<file path="src/rtl/kbd_scan_pkg.sv">
package kbd_scan_pkg;

  localparam logic [15:0] OFS_ROWS = 16'h0010;
  localparam logic [15:0] OFS_COLS = 16'h0014;
  localparam logic [15:0] OFS_STAT = 16'h0020;
  localparam logic [15:0] OFS_MASK = 16'h0028;

  typedef enum logic [2:0] {
    SEL_NONE,
    SEL_ROWS,
    SEL_COLS,
    SEL_STAT,
    SEL_MASK
  } kbd_reg_e;

  function automatic kbd_reg_e kbd_decode(input logic [15:0] ofs);
    kbd_reg_e s;
    case (ofs)
      OFS_ROWS: s = SEL_ROWS;
      OFS_COLS: s = SEL_COLS;
      OFS_STAT: s = SEL_STAT;
      OFS_MASK: s = SEL_MASK;
      default:  s = SEL_NONE;
    endcase
    return s;
  endfunction

endpackage

</file>
<file path="src/rtl/kbd_scan_regs.sv">
module kbd_scan_regs
  import kbd_scan_pkg::*;
#(
  parameter int ADDR_W = 8,
  parameter int DATA_W = 16,
  parameter int ROWS   = 5,
  parameter int COLS   = 8
) (
  input  logic              clk,
  input  logic              rst_n,
  input  logic [ADDR_W-1:0] bus_addr,
  input  logic              bus_wr_en,
  input  logic [DATA_W-1:0] bus_wdata,
  input  logic [ROWS-1:0]   row_latch_n,
  output logic [DATA_W-1:0] bus_rdata,
  output logic [COLS-1:0]   col_drive_n,
  output logic              kbd_mask,
  output logic              col_wr,
  output logic              mask_wr,
  output logic              irq_pending
);

  kbd_reg_e sel;

  // Offsets are compared as 16-bit values whatever the bus width.
  assign sel     = kbd_decode(16'(bus_addr));
  assign col_wr  = bus_wr_en && (sel == SEL_COLS);
  assign mask_wr = bus_wr_en && (sel == SEL_MASK);

  always_ff @(posedge clk or negedge rst_n) begin
    if (!rst_n) begin
      col_drive_n <= '1;
      kbd_mask    <= 1'b0;
    end else begin
      if (col_wr)  col_drive_n <= bus_wdata[COLS-1:0];
      if (mask_wr) kbd_mask    <= bus_wdata[0];
    end
  end

  // Status is derived, never stored: any low row bit counts as a hit.
  assign irq_pending = (row_latch_n != '1) && !kbd_mask;

  always_comb begin
    bus_rdata = '0;
    case (sel)
      SEL_ROWS: bus_rdata[ROWS-1:0] = row_latch_n;
      SEL_COLS: bus_rdata[COLS-1:0] = col_drive_n;
      SEL_STAT: bus_rdata[0]        = irq_pending;
      SEL_MASK: bus_rdata[0]        = kbd_mask;
      default:  bus_rdata           = '0;
    endcase
  end

endmodule

</file>
<file path="src/rtl/kbd_scan_trigger.sv">
module kbd_scan_trigger #(
  parameter int NKEYS = 40
) (
  input  logic             clk,
  input  logic             rst_n,
  input  logic             scan_clk_en,
  input  logic [NKEYS-1:0] key_state,
  input  logic             col_wr,
  input  logic             mask_wr,
  output logic [NKEYS-1:0] keys_q,
  output logic             eval_pend
);

  logic ce_q;
  logic key_chg;
  logic ce_rise;

  assign key_chg = (key_state != keys_q);
  assign ce_rise = scan_clk_en && !ce_q;

  always_ff @(posedge clk or negedge rst_n) begin
    if (!rst_n) begin
      keys_q    <= '0;
      ce_q      <= 1'b0;
      eval_pend <= 1'b0;
    end else begin
      keys_q    <= key_state;
      ce_q      <= scan_clk_en;
      eval_pend <= col_wr || mask_wr || key_chg || ce_rise;
    end
  end

endmodule

</file>
<file path="src/rtl/kbd_scan_rows.sv">
module kbd_scan_rows #(
  parameter int ROWS = 5,
  parameter int COLS = 8,
  localparam int NKEYS = ROWS * COLS
) (
  input  logic             clk,
  input  logic             rst_n,
  input  logic             eval_pend,
  input  logic [NKEYS-1:0] keys_q,
  input  logic [COLS-1:0]  col_drive_n,
  output logic [ROWS-1:0]  row_latch_n
);

  logic [ROWS-1:0] row_hit;

  // One reduction per row: a pressed key in any driven column.
  for (genvar r = 0; r < ROWS; r++) begin : g_row
    assign row_hit[r] = |(keys_q[r*COLS +: COLS] & ~col_drive_n);
  end

  always_ff @(posedge clk or negedge rst_n) begin
    if (!rst_n)         row_latch_n <= '1;
    else if (eval_pend) row_latch_n <= ~row_hit;
  end

endmodule

</file>
<file path="src/rtl/kbd_scan_latch.sv">
module kbd_scan_latch #(
  parameter int ROWS   = 5,
  parameter int COLS   = 8,
  parameter int ADDR_W = 8,
  parameter int DATA_W = 16,
  localparam int NKEYS = ROWS * COLS
) (
  input  logic              clk,
  input  logic              rst_n,
  input  logic              scan_clk_en,
  input  logic [NKEYS-1:0]  key_state,
  input  logic [ADDR_W-1:0] bus_addr,
  input  logic              bus_wr_en,
  input  logic [DATA_W-1:0] bus_wdata,
  output logic [DATA_W-1:0] bus_rdata,
  output logic              kbd_irq
);

  logic [ROWS-1:0]  row_latch_n;
  logic [COLS-1:0]  col_drive_n;
  logic [NKEYS-1:0] keys_q;
  logic             kbd_mask;
  logic             col_wr;
  logic             mask_wr;
  logic             eval_pend;
  logic             irq_pending;

  kbd_scan_regs #(
    .ADDR_W(ADDR_W), .DATA_W(DATA_W), .ROWS(ROWS), .COLS(COLS)
  ) u_regs (
    .clk         (clk),
    .rst_n       (rst_n),
    .bus_addr    (bus_addr),
    .bus_wr_en   (bus_wr_en),
    .bus_wdata   (bus_wdata),
    .row_latch_n (row_latch_n),
    .bus_rdata   (bus_rdata),
    .col_drive_n (col_drive_n),
    .kbd_mask    (kbd_mask),
    .col_wr      (col_wr),
    .mask_wr     (mask_wr),
    .irq_pending (irq_pending)
  );

  kbd_scan_trigger #(.NKEYS(NKEYS)) u_trig (
    .clk         (clk),
    .rst_n       (rst_n),
    .scan_clk_en (scan_clk_en),
    .key_state   (key_state),
    .col_wr      (col_wr),
    .mask_wr     (mask_wr),
    .keys_q      (keys_q),
    .eval_pend   (eval_pend)
  );

  kbd_scan_rows #(.ROWS(ROWS), .COLS(COLS)) u_rows (
    .clk         (clk),
    .rst_n       (rst_n),
    .eval_pend   (eval_pend),
    .keys_q      (keys_q),
    .col_drive_n (col_drive_n),
    .row_latch_n (row_latch_n)
  );

  assign kbd_irq = irq_pending && scan_clk_en;

endmodule

</file>
<file path="config.mk">
export PLATFORM = sky130hd
export DESIGN_NAME = kbd_scan_latch
export DESIGN_NICKNAME = d
export VERILOG_FILES = /design/src/rtl/kbd_scan_pkg.sv /design/src/rtl/kbd_scan_regs.sv /design/src/rtl/kbd_scan_trigger.sv /design/src/rtl/kbd_scan_rows.sv /design/src/rtl/kbd_scan_latch.sv
export SDC_FILE = /design/constraint.sdc
export NUM_CORES = 1
export LEC_CHECK = 0
export BUFFER_PORTS_ARGS = -buffer_cell sky130_fd_sc_hd__buf_2
export CORE_MARGIN = 10
export CORE_UTILIZATION = 50
export CTS_CLUSTER_SIZE = 25
export DETAILED_ROUTE_END_ITERATION = 7
export GPL_TIMING_DRIVEN = 0
export HOLD_SLACK_MARGIN = 0.1
export PLACE_DENSITY = 0.79
export SLEW_MARGIN = 20
export SYNTH_ARGS = -nofsm -noshare
export SYNTH_HDL_FRONTEND = slang
export SYNTH_SLANG_ARGS = --single-unit
</file>
<file path="constraint.sdc">
create_clock -name clk -period 3.15 [get_ports clk]
set_input_delay 0.1575 -clock clk [delete_from_list [all_inputs] [get_ports clk]]
set_output_delay 0.1575 -clock clk [all_outputs]
set_load 0.005 [all_outputs]
</file>
After elaboration in Yosys (flattened, before gate mapping)

Cells that the tools add are included.
W data, S select, Z words.

Register bits after elaboration: 56
Bits in latches: 0
Memory bits (writable): 0
Memory bits (read-only): 0
Input bits: 68
Memories kept: 0

Add/sub/neg operators: 0
Multipliers: 0
Div/mod/pow operators: 0
Magnitude comparators: 0
Eq/ne operators: 10
Shift-type cells: 0
Muxes and demuxes: 4
Bitwise gates (word level): 7
Reduce and logical (&&, ||, !) cells: 15

Operators with widths:

| kind                 | count |
|---|---|
| $and A8 B8 Y8        | 5 |
| $ne A40 B40 Y1       | 1 |
| $reduce_or A8 Y1     | 5 |
| $eq A8 B5 Y1 const B | 2 |
| $eq A8 B6 Y1 const B | 2 |
| $pmux W3 S4          | 1 |
| $not A8 Y8           | 1 |
| $pmux W4 S2          | 1 |
| $eq A3 B2 Y1 const B | 2 |
| $logic_and A1 B1 Y1  | 5 |
| $ne A5 B5 Y1 const B | 1 |
| $not A5 Y5           | 1 |
| $pmux W1 S4          | 1 |
| $eq A3 B1 Y1 const B | 1 |
| $eq A3 B3 Y1 const B | 1 |
| $logic_or A1 B1 Y1   | 3 |
| $mux W3              | 1 |
| $logic_not A1 Y1     | 2 |

Logic depth before layout (Yosys ltp)

Depth in word-level cells: 7
Mapped depth: 5
Gate-level depth less buffers: 4

Hierarchy

Synthesis repeated with hierarchy kept, for this count alone.

Cells, all modules: 203
Area total of the unflattened synthesis: 2651.3 um2

By module, submodules not included:

| module           | instances | cells each | area an instance (um2) |
|---|---|---|---|
| kbd_scan_trigger | 1         | 98         | 1498.9 |
| kbd_scan_regs    | 1         | 53         | 639.4 |
| kbd_scan_rows    | 1         | 51         | 506.7 |
| kbd_scan_latch   | 1         | 1          | 6.3 |

Worst setup path before layout

No wires, ideal clock.

Kind: input-to-reg
From: input bus_addr[1]
To: register u_regs.col_drive_n[0]
Library setup time: 0.082 ns
Data arrival time: 1.565 ns
Setup slack: 1.503 ns
Stages on the path: 3
Buffers on the path: 0
Path through: or4_4 -> nor4_4 -> mux2_2

Cells in the longest elaborated chain, start to end: 4

RTL lines:

| element                                             | line                 | text |
|---|---|---|
| start: declaration                                  | kbd_scan_latch.sv:12 | `input logic [ADDR_W-1:0] bus_addr,` |
| $eq A8 B6 Y1 / $eq A8 B5 Y1 (equally long branches) | kbd_scan_pkg.sv:18   | `case (ofs)` |
| $pmux W3 S4 (*)                                     | kbd_scan_pkg.sv:18   |  |
| $eq A3 B2 Y1 (*)                                    | kbd_scan_regs.sv:27  | `assign col_wr = bus_wr_en && (sel == SEL_COLS);` |
| $logic_and A1 B1 Y1 (*)                             | kbd_scan_regs.sv:27  |  |
| end signal: assignment                              | kbd_scan_regs.sv:35  | `if (col_wr) col_drive_n <= bus_wdata[COLS-1:0];` |
| end: declaration                                    | kbd_scan_regs.sv:16  | `output logic [COLS-1:0] col_drive_n,` |

Every way passes the cells marked *; elsewhere a longest branch is shown, timed or not.
A chain may end at the register's enable or synchronous reset.

Worst setup path after layout

From: input bus_addr[1]
To: output bus_rdata[0]

Cells in the longest elaborated chain, start to end: 4

RTL lines:

| element                                             | line                 | text |
|---|---|---|
| $eq A8 B6 Y1 / $eq A8 B5 Y1 (equally long branches) | kbd_scan_pkg.sv:18   |  |
| $pmux W3 S4 (*)                                     | kbd_scan_pkg.sv:18   |  |
| $eq A3 B3 Y1, or another cell as far along          | kbd_scan_regs.sv:45  | `case (sel)` |
| $pmux W1 S4 (*)                                     | kbd_scan_regs.sv:45  |  |
| end: declaration                                    | kbd_scan_latch.sv:15 | `output logic [DATA_W-1:0] bus_rdata,` |

Marked as above.

==> flow_results.org <==
** Clocking
- After clock tree synthesis, the setup repair step added 0 buffers.
- Clock latency on the worst-skew pair, taken at its later pin, is 310 ps.
- The root buffer cell chosen for the clock tree is clkbuf_8.
- Total number of clock tree sinks :: 56
- Clock slew at reported path FFs :: 90 ps
- Number of buffers added by the clock tree synthesis step :: 5
- CTS tree :: yes
- CTS built an H-tree with a depth of 2.
- The clock passes through at most 2 buffers.

** Synth
- Commonest cells in the synthesized netlist :: dfrtp_1, inv_1, xnor2_1, o22ai_1, mux2_2
- For this run, the number of Yosys warnings is 0.
- Yosys attributes the largest share of cell area to dfrtp_1, dfstp_2, xnor2_1, mux2_2, inv_1.
- Cell with the most instances after synthesis :: dfrtp_1
- The mapped netlist covers 2601 um^2.
- Async SR Flop Fraction :: 100.0%
- Among all flip-flop cells after synthesis, the most frequent one is dfrtp_1.
- Share of the synthesized area in the top cell type :: 41.37%
- The number of different library cells used by synthesis comes to 28.
- In this run the mean area of a mapped cell was 11.36 um^2.
- Flip-flop and latch count after synthesis :: 56
- Summing the sequential cell areas from Yosys gives 54.50% of the chip area.
- The synthesized design contains 0 enable-type register cells.
- Most area-hungry cell type in the Yosys netlist :: dfrtp_1
- The cell count after synthesis came out at 229.

** Detailed routing
- In this run, the number of DRC markers left after iteration 0 of detailed routing was 69.
- Sum of routed wire length over all layers :: 6.897 mm
- DRC :: 0
- Routed vias :: 2144
- In the final routed layout, each cell accounts on average for 15.97 um.
- Avg Vias per Cell :: 4.963
- In this run the remaining antenna-violating nets after routing total 0.
- First drt pass iteration count :: 4

** Floorplan
- Horiz. Die Dim :: 92.13 um
- After floorplanning, the core was divided into 26 placement rows.
- Initial Utilization :: 51.26%
- The die covers 8488 um^2.
- Area of the core region :: 5075 um^2
- Number of ports placed on the die boundary :: 85
- Die height :: 92.13 um

** GRT
- Vias in the first global route :: 2346
- Antenna violations before repair :: 0
- Overflow left after global routing :: 0
- GRT Total Usage :: 16.05%
- Global-route wire length before repair :: 11.10 mm
- Maximum number of pins on one net before global-route repair :: 57

** Worst setup path
- The setup check on the worst reg-to-reg path leaves a slack of 1680 ps.
- Critical path data arrival time :: 1670 ps
- Type of the worst setup path :: in2out
- The worst setup path is captured at a primary output.
- In this design, the stage delay of the slowest critical-path cell is 560 ps.
- Slowest-stage cell, CP :: or4_4
- Critical R2R Capture :: u_rows.row_latch_n[4]$_DFFE_PN1P_
- Most repeated library cell on the critical path :: buf_2
- Startpoint type of the worst setup path :: primary input
- Data required, critical path :: 2990 ps
- Crit Reg-Reg Startpoint :: u_regs.col_drive_n[4]$_DFFE_PN1P_
- The critical path goes through buf_2 > or4_4 > or3_2 > o32ai_1 > buf_2.
- Maximum net fanout on the critical path :: 5
- The worst register-to-register path has a depth of 3.

** STA
- Worst clock skew :: 12.56 ps
- After routing, the total negative slack on setup checks comes to 0 ps.
- After layout, the worst path uses 58.12% of the clock period.
- Endpoints failing setup :: 0
- Headroom to the max-slew limit came out at 54.58%.
- Time the worst path needs with I/O delays and setup :: 1831 ps
- Hold violation total from the final report :: 0
- Slew @ Worst Pin :: 681.4 ps
- Setup repair after global routing left no endpoint under its margin.
- The max-slew violation count was 0.
- Timing would allow up to 546.2 MHz.

** Pwr
- Summed over all cells, the static leakage comes to 0.001725 uW.
- Dividing total power by cell area gives a power density of 384.8 nW/um^2.
- The worst-case IR drop observed on VDD is 0.3399 mV.
- Total chip power :: 1404 uW

** Finish
- Fill cells :: 365
- Summing all multi-input logic gate instances after layout gives 992.2 um^2.
- Antenna diode count :: 0
- FF/Latch Area :: 1418 um^2
- At the end of the flow, the number of nets in the layout was 429.
- The area growth from synthesis to layout is 40.26%.
- Layout cells sized above 1 :: 32.04%

** Placement
- IO Port Bufs :: 68
- Gp weighted congestion :: 0.9201
- Once detailed placement completed, the half-perimeter wirelength came to 4.953 mm.

** Worst hold path
- Path category of the worst min-delay check :: in2reg
- The path with the worst hold slack has its endpoint at u_regs.kbd_mask$_DFFE_PN0P_.
- Cell depth of the worst min-delay path :: 4
- The worst hold path begins at bus_wr_en.

** Job
- Max cap viols :: 0

** Run status
- Run status :: finished, final reports clean
## power breakdown
part | switching (uW) | internal [uW]
Sequential | 33.3 | 756
Combinational | 91.1 | 130
Clock | 235 | 158
## kinds of logic after synthesis
kind of cell / after synthesis / synth area share [%]
buffers and inverters: 50 / 8.369
XOR/XNOR: 40 / 13.47
multiplexers: 18 / 7.600
other: 1 / 0.1442
AND/OR/NAND/NOR: 38 / 9.427
flip-flops: 56 / 54.50
AO/OA/AOI/OAI: 26 / 6.493
## worst max-delay path by stage
stage	start	slack, ps	cells after the start	end
floorplan	bus_addr[1]	1500	3	u_regs.col_drive_n[0]$_DFFE_PN1P_
global placement	bus_addr[1]	1210	4	u_regs.col_drive_n[5]$_DFFE_PN1P_
detailed placement	bus_addr[1]	1200	4	u_regs.col_drive_n[4]$_DFFE_PN1P_
CTS	bus_addr[1]	1310	5	bus_rdata[0]
global route	u_rows.row_latch_n[3]$_DFFE_PN1P_	1240	5	bus_rdata[0]
finish	bus_addr[1]	1320	5	bus_rdata[0]
## cell type report
type	count	share of cell area (%)
inverter	41	4.218
multi-input combinational	130	27.19
buffer	9	1.749
clock inverter	3	0.5830
clock buffer	5	1.886
tap	70	2.401
timing repair buffer	118	23.11
sequential	56	38.85
## per-layer routing
metal / vias to the layer above / wire (um) / GRT usage (%)
li1: 1024 / - / -
met4: 0 / 75 / 4.756
met5: - / 0 / 0
met3: 9 / 516 / 4.645
met2: 82 / 3385 / 27.41
met1: 1029 / 2920 / 19.10
## critical path, delay by kind of cell
kind	cells	cell delay (ps)
simple gates	2	1100
compound gates	1	150
buf+inv	2	270
## placed cells by master, fill, tap and decap left out, drive strengths merged
cell / count
a21oi: 1
a22oi: 1
a311oi: 2
and3: 4
buf: 76
clkbuf: 6
clkinv: 1
clkinvlp: 1
conb: 8
dfrtp: 43
dfstp: 13
dlygate4sd3: 50
inv: 42
mux2: 14
mux2i: 4
nand2: 2
nand2b: 1
nand4: 10
nor2: 4
nor2b: 1
nor3: 3
nor4: 9
o21ai: 1
o22ai: 20
o32ai: 1
or3: 2
or4: 1
or4b: 1
xnor2: 37
xor2: 3
## through the flow
step	setup WS (ps)	area [um^2]	util, %	cells	hold WS [ps]
after floorplan	1503	2628	-	236	-138.1
after global placement	1213	3055	60.21	374	280.0
after detailed placement	1205	3058	60.26	374	240.2
after CTS	1314	3649	71.89	432	310.9
after global routing	1236	3649	71.89	432	334.8
final	1319	3649	71.89	432	315.8
## what timing repair did
item / CTS / global route
hold buffers: 50 / 0
gates resized for setup: 0 / 0
endpoints found under the hold margin: 93 / 0
## registers in the layout (all words and copies together), names as in the netlist
signal / count
u_trig.keys_q: 40
u_regs.col_drive_n: 8
u_rows.row_latch_n: 5
u_regs.kbd_mask: 1
u_trig.ce_q: 1
u_trig.eval_pend: 1
Power figures use the tool's default switching activity.
